$ cat src/rtl/tdmfs_pkg.sv
`timescale 1ns/1ps
package tdmfs_pkg;
  localparam int unsigned RATIO_KINDS = 9;
  localparam logic [2:0]  RATE_ERR  = 3'b111;
  localparam logic [2:0]  RATE_RST  = 3'b100;
  localparam logic [3:0]  RATIO_ERR = 4'hF;
  localparam logic [3:0]  RATIO_RST = 4'h6;

  typedef struct packed {
    logic [2:0] rate;
    logic [3:0] ratio;
  } frame_class_t;

  // Legal bit-clocks per frame for ratio index idx: 32,48,64,96,...
  function automatic int unsigned ratio_of_code(int unsigned idx);
    return (((idx % 2) == 0) ? 32 : 48) << (idx / 2);
  endfunction

  function automatic logic [3:0] ratio_classify(int unsigned bits);
    logic [3:0] r;
    r = RATIO_ERR;
    for (int unsigned i = 0; i < RATIO_KINDS; i++)
      if (bits == ratio_of_code(i)) r = 4'(i);
    return r;
  endfunction

  // Nominal frame period in reference cycles for a rate family
  function automatic int unsigned rate_nominal(int unsigned base48, logic [2:0] code,
                                               logic series44);
    int unsigned n;
    case (code)
      3'd1:    n = base48 * 3;
      3'd2:    n = base48 * 2;
      3'd3:    n = base48 * 3 / 2;
      3'd5:    n = base48 / 2;
      3'd6:    n = base48 / 4;
      default: n = base48;
    endcase
    if (series44) n = n * 160 / 147;
    return n;
  endfunction

  function automatic logic in_window(int unsigned per, int unsigned nom);
    return (per * 100 >= nom * 97) && (per * 100 <= nom * 103);
  endfunction

  function automatic logic [2:0] rate_classify(int unsigned per, int unsigned base48);
    logic [2:0] r;
    r = RATE_ERR;
    for (int c = 1; c <= 6; c++)
      for (int s = 0; s < 2; s++)
        if (in_window(per, rate_nominal(base48, 3'(c), 1'(s)))) r = 3'(c);
    return r;
  endfunction

  function automatic int unsigned silence_limit(int unsigned base48);
    return rate_nominal(base48, 3'd1, 1'b1) * 103 / 100 + 1;
  endfunction
endpackage

$ cat src/rtl/tdmfs_edge_sync.sv
`timescale 1ns/1ps
module tdmfs_edge_sync #(
  parameter int STAGES = 2
) (
  input  logic clk,
  input  logic rst_n,
  input  logic din,
  output logic rise
);
  logic [STAGES:0] pipe;

  always_ff @(posedge clk or negedge rst_n) begin
    if (!rst_n) pipe <= '0;
    else        pipe <= {pipe[STAGES-1:0], din};
  end

  assign rise = pipe[STAGES-1] & ~pipe[STAGES];
endmodule

$ cat src/rtl/tdmfs_frame_meter.sv
`timescale 1ns/1ps
module tdmfs_frame_meter #(
  parameter int unsigned LIMIT = 1722,
  parameter int          PER_W = 11,
  parameter int          BIT_W = 10
) (
  input  logic             clk,
  input  logic             rst_n,
  input  logic             bclk_rise,
  input  logic             fs_rise,
  output logic             tick,
  output logic [PER_W-1:0] per,
  output logic [BIT_W-1:0] bits,
  output logic             silence
);
  logic             primed;
  logic [PER_W-1:0] per_cnt;
  logic [BIT_W-1:0] bit_cnt;
  logic             at_limit;

  assign at_limit = (per_cnt == PER_W'(LIMIT));
  assign silence  = at_limit & primed & ~fs_rise;

  always_ff @(posedge clk or negedge rst_n) begin
    if (!rst_n) begin
      primed  <= 1'b0;
      per_cnt <= '0;
      bit_cnt <= '0;
      tick    <= 1'b0;
      per     <= '0;
      bits    <= '0;
    end else if (fs_rise) begin
      per     <= per_cnt + 1'b1;
      bits    <= bit_cnt;
      tick    <= primed;
      primed  <= 1'b1;
      per_cnt <= '0;
      bit_cnt <= bclk_rise ? BIT_W'(1) : '0;
    end else begin
      tick <= 1'b0;
      if (!at_limit) per_cnt <= per_cnt + 1'b1;
      else           primed  <= 1'b0;
      if (bclk_rise && bit_cnt != '1) bit_cnt <= bit_cnt + 1'b1;
    end
  end
endmodule

$ cat src/rtl/tdmfs_confirm.sv
`timescale 1ns/1ps
module tdmfs_confirm
  import tdmfs_pkg::*;
#(
  parameter int unsigned BASE48  = 2048,
  parameter int unsigned CONFIRM = 4,
  parameter int          PER_W   = 13,
  parameter int          BIT_W   = 10
) (
  input  logic             clk,
  input  logic             rst_n,
  input  logic             tick,
  input  logic [PER_W-1:0] per,
  input  logic [BIT_W-1:0] bits,
  input  logic             silence,
  output logic [2:0]       rate_code,
  output logic [3:0]       ratio_code,
  output logic             class_valid,
  output logic             commit
);
  localparam int SW = $clog2(CONFIRM + 1);
  localparam logic [SW-1:0] STREAK_TOP = SW'(CONFIRM);

  frame_class_t  cand, last;
  logic [SW-1:0] streak, streak_nx;

  assign cand.rate  = rate_classify(32'(per), BASE48);
  assign cand.ratio = ratio_classify(32'(bits));

  always_comb begin
    if (streak != '0 && cand == last)
      streak_nx = (streak == STREAK_TOP) ? STREAK_TOP : streak + 1'b1;
    else
      streak_nx = SW'(1);
  end

  assign commit = tick && (streak_nx == STREAK_TOP);

  always_ff @(posedge clk or negedge rst_n) begin
    if (!rst_n) begin
      streak      <= '0;
      last        <= '0;
      rate_code   <= RATE_RST;
      ratio_code  <= RATIO_RST;
      class_valid <= 1'b0;
    end else if (silence) begin
      streak      <= '0;
      class_valid <= 1'b0;
    end else if (tick) begin
      streak <= streak_nx;
      last   <= cand;
      if (commit) begin
        rate_code   <= cand.rate;
        ratio_code  <= cand.ratio;
        class_valid <= (cand.rate != RATE_ERR) && (cand.ratio != RATIO_ERR);
      end
    end
  end
endmodule

$ cat src/rtl/tdm_frame_sense.sv
`timescale 1ns/1ps
module tdm_frame_sense
  import tdmfs_pkg::*;
#(
  parameter int unsigned FRAME48_CYC = 2048,
  parameter int unsigned CONFIRM     = 4,
  parameter int          SYNC_STAGES = 2
) (
  input  logic       clk_ref,
  input  logic       rst_n,
  input  logic       bus_bclk,
  input  logic       bus_fsync,
  output logic [2:0] rate_code,
  output logic [3:0] ratio_code,
  output logic       class_valid
);
  localparam int unsigned LIMIT = silence_limit(FRAME48_CYC);
  localparam int          PER_W = $clog2(LIMIT + 2);
  localparam int          BIT_W = $clog2(ratio_of_code(RATIO_KINDS - 1)) + 1;

  logic [1:0]       raw_in, rise_evt;
  logic             bclk_rise, fs_rise;
  logic             tick_evt, silence_evt, commit_evt;
  logic [PER_W-1:0] meas_per;
  logic [BIT_W-1:0] meas_bits;

  assign raw_in = {bus_fsync, bus_bclk};

  for (genvar g = 0; g < 2; g++) begin : g_sync
    tdmfs_edge_sync #(.STAGES(SYNC_STAGES)) u_sync (
      .clk(clk_ref), .rst_n(rst_n), .din(raw_in[g]), .rise(rise_evt[g])
    );
  end

  assign bclk_rise = rise_evt[0];
  assign fs_rise   = rise_evt[1];

  tdmfs_frame_meter #(.LIMIT(LIMIT), .PER_W(PER_W), .BIT_W(BIT_W)) u_meter (
    .clk(clk_ref), .rst_n(rst_n), .bclk_rise(bclk_rise), .fs_rise(fs_rise),
    .tick(tick_evt), .per(meas_per), .bits(meas_bits), .silence(silence_evt)
  );

  tdmfs_confirm #(.BASE48(FRAME48_CYC), .CONFIRM(CONFIRM), .PER_W(PER_W), .BIT_W(BIT_W)) u_conf (
    .clk(clk_ref), .rst_n(rst_n), .tick(tick_evt), .per(meas_per), .bits(meas_bits),
    .silence(silence_evt), .rate_code(rate_code), .ratio_code(ratio_code),
    .class_valid(class_valid), .commit(commit_evt)
  );
endmodule

$ cat config.mk
export PLATFORM = sky130hd
export DESIGN_NAME = tdm_frame_sense
export DESIGN_NICKNAME = d
export VERILOG_FILES = /design/src/rtl/tdmfs_pkg.sv /design/src/rtl/tdmfs_edge_sync.sv /design/src/rtl/tdmfs_frame_meter.sv /design/src/rtl/tdmfs_confirm.sv /design/src/rtl/tdm_frame_sense.sv
export SDC_FILE = /design/constraint.sdc
export NUM_CORES = 1
export LEC_CHECK = 0
export BUFFER_PORTS_ARGS = -buffer_cell sky130_fd_sc_hd__buf_4
export CAP_MARGIN = 0
export CORE_MARGIN = 8
export CORE_UTILIZATION = 50
export DETAILED_ROUTE_END_ITERATION = 12
export PLACE_DENSITY = 0.75
export SLEW_MARGIN = 20
export SYNTH_ARGS = -nofsm -noshare
export SYNTH_HDL_FRONTEND = slang
export SYNTH_HIERARCHICAL = 1
export SYNTH_SLANG_ARGS = --single-unit
$ cat constraint.sdc
create_clock -name clk_ref -period 5.67 [get_ports clk_ref]
set_clock_uncertainty 0.2 [all_clocks]
set_input_delay 1.134 -clock clk_ref [delete_from_list [all_inputs] [get_ports clk_ref]]
set_output_delay 1.134 -clock clk_ref [all_outputs]
set_load 0.05 [all_outputs]
==> run metrics <==
H-tree depth=3; worst-margin pin slew=0.901 ns; # rows=39; data required time of the worst path=5.70 ns; worst slack, placed=-0.118 ns; grt met2 use=29.5%; HP Class=flip-flop to flip-flop; GR peak layer=met2; CP cell instances=inv_1, ha_1, ha_2, ha_4, buf_4, ha_1, a211oi_1, buf_4, o31a_1, buf_4, mux2i_2, nor2_2, buf_4, nand3_1, nor4_1, o311a_1, or4b_4, a211oi_4, buf_4, nand4b_4, mux2_4; met1 usage=22.6%; Max Cap Viol=0; hpwl dp=10,600 µm; DRT Pass-1 Iters=5; status=complete, no violations; mean post-synth cell area=9.31 µm²; Core Area=11,500 µm²; max incr delay on CP=0.57 ns; synth warn=6; Final Setup Violations=0; CTS tree=done; worst r2r path cells=21; Antenna diodes=0; top_reg_cell synth=dfrtp_1; Post-synth EDFFs=0; total grt overflow=0; first-pass GRT wire length=23,600 µm; Syn Std Cell Area=5890 µm²; DR vias=5,111; GRT Total Usage=18.1%; port bufs=11; vias in the first global route=5,010; initial DRC count=433; worst hold start=g_sync[1].u_sync/pipe[0]; r2r setup slk=0.12 ns; Yosys reg bits=72; Slew Limit Fails=0; CP endpoint kind=flip-flop; initial antenna violation count=0; # fillers=886; die width=124 µm; Crit path arrival time=5.58 ns; IO Count=12; Startpoint Class=flip-flop; layout cells sized above 1=26.7%; Final WS setup=0.115 ns; post-synth net total=696; Max Root-Sink Buffers=2; crit share post-route=98.0%; Final Hold Viols=0; minimum clock period=5.55 ns; most used cell, CP=buf_4; CP Max Fanout=6; Hold Path Depth=0; crit path from=u_meter/per[2]; Worst-path clk slew=0.06 ns; hold buffers post-CTS=0; initial core utilization=51.3%; unique cell type count in the Yosys netlist=91; final WL=14,900 µm; Crit-path slowest cell=or4b_4; DR WL/cell=17.5 µm; Nets=766; Async SR Flop Fraction=100%; DRC viols=0; FMAX=180 MHz; Die Ht=124 µm; clock root buffer=clkbuf_16; hold path endpoint=g_sync[1].u_sync/pipe[1]; largest net degree at the start of global routing=73; vias per std cell=6.01; Layout area overhead=21.8%; Total Die Area=15,500 µm²; clock sink count=72; antenna viol nets, final=0; worst flop-to-flop path endpoint=u_conf/ratio_code[3]; Slew HR=39.9%; r2r startpoint=u_meter/per[2]; CP Class=flip-flop to flip-flop; cts bufs inserted=9; Synth Instances=632; met3 GRT Util=3.36%; RePlAce Congestion=0.920; sequential share of the synthesized area=30.7%; worst skew pair latency=0.35 ns
==> worst max path at each step <==
stage | to | slack, ns | depth (start not counted)
5_1_grt | u_conf/ratio_code[3] | -0.04 | 21
2_1_floorplan | u_conf/class_valid | 0.06 | 17
4_1_cts | u_conf/class_valid | 0.00004 | 20
3_3_place_gp | u_conf/class_valid | 0.02 | 18
6_report | u_conf/ratio_code[3] | 0.12 | 21
3_5_place_dp | u_conf/streak[2] | -0.12 | 16
==> per-stage QoR <==
stage	instances	utilization (%)	setup TNS [ns]	hold WS, ns	cell area, µm²
after floorplan	632	-	0	0.131	5890
after global placement	822	56.6	0	0.137	6490
after detailed placement	822	56.6	-0.149	0.146	6490
after CTS	842	59.6	0	0.160	6840
after global routing	850	62.5	-0.0368	0.165	7170
final	850	62.5	0	0.156	7170
==> worst max-delay path: cells and delay by family, from the launching register on <==
family	cells	cell delay [ns]
buf+inv	6	0.89
fa+ha+maj	4	1.12
flops	1	0.42
compound gates	4	1.24
mux	2	0.60
simple gates	5	0.98
==> flip-flops by register name, summed over array words and instances, names as in the netlist <==
name / count
u_meter/tick: 1
u_conf/streak: 3
u_meter/per_cnt: 13
u_conf/ratio_code: 4
u_meter/per: 13
u_conf/rate_code: 3
u_meter/bit_cnt: 10
u_conf/class_valid: 1
u_conf/last: 7
u_meter/bits: 10
g_sync.u_sync/pipe: 6
u_meter/primed: 1
==> layout make-up <==
cell class	count	area, µm²	share of cell area (%)
multi-input cells	480	4060	56.6
flip-flops and latches	72	1810	25.3
repair buffers	82	627	8.75
clock buffers	9	225	3.14
inverters	57	214	2.99
well taps	143	179	2.50
clock inverters	7	55.1	0.768
==> Yosys cell counts (4+ instances only) <==
library cell	instances	share of area [%]
nand2_1	35	2.2
o21a_1	7	0.89
nor2_1	48	3.1
or4_1	4	0.51
xor2_1	15	2.2
ha_1	52	11
and2_1	8	0.85
buf_1	6	0.38
mux2_2	16	3.1
nor2b_1	4	0.43
a21o_1	7	0.89
or3_1	6	0.64
o211ai_1	9	1.1
o21ai_0	27	2.3
clkbuf_1	10	0.64
o31ai_1	4	0.51
nand4_1	11	1.2
nand2b_1	6	0.64
or2_2	6	0.64
nand3_1	10	0.85
inv_1	57	3.6
buf_2	4	0.34
xnor2_1	16	2.4
a21oi_1	41	3.5
a211oi_1	10	1.3
o2111ai_1	4	0.60
mux2i_1	12	2.0
dfrtp_1	69	29
fa_1	8	2.7
nor3_1	18	1.5
nor4_1	6	0.64
==> kinds of logic (layout without fill, tap and decap cells) <==
group,after synthesis,count (layout),share of synthesized area [%]
AOI/OAI and AO/OA,162,162,20.4
xor gates and xnor gates,32,32,4.89
adders and majority gates,60,60,13.8
buffers and inverters,80,155,5.38
DFF,72,72,30.7
muxes,30,30,5.48
and+or+nand+nor,196,196,19.4
==> timing repair <==
item	4_1_cts	5_1_grt
resized for setup	5	48
hold endpoints to repair	0	0
buffers inserted	4	9
setup endpoints to repair	9	10
pin swaps	2	20
==> layer usage <==
layer / wire (µm) / vias to the layer above
met5: 0 / -
met4: 558 / 0
li1: - / 2460
met2: 7140 / 132
met3: 591 / 44
met1: 6580 / 2475
==> layout by cell type, fill, tap and decap left out, types with 7 or more instances in the layout <==
cell type  count
a211oi_1       9
a21o_1         7
a21oi_1       38
and2_1         7
buf_4         79
clkbuf_16      9
dfrtp_1       65
fa_1           7
ha_1          40
ha_4          11
inv_1         56
mux2_2        15
mux2i_1       11
nand2_1       33
nand3_1        9
nand4_1       11
nor2_1        47
nor3_1        16
o211ai_1       9
o21a_1         7
o21ai_0       26
xnor2_1       15
xor2_1        14
Power is not shown: default switching activity piles up to over one toggle a cycle in this logic, so the estimate is an artifact.
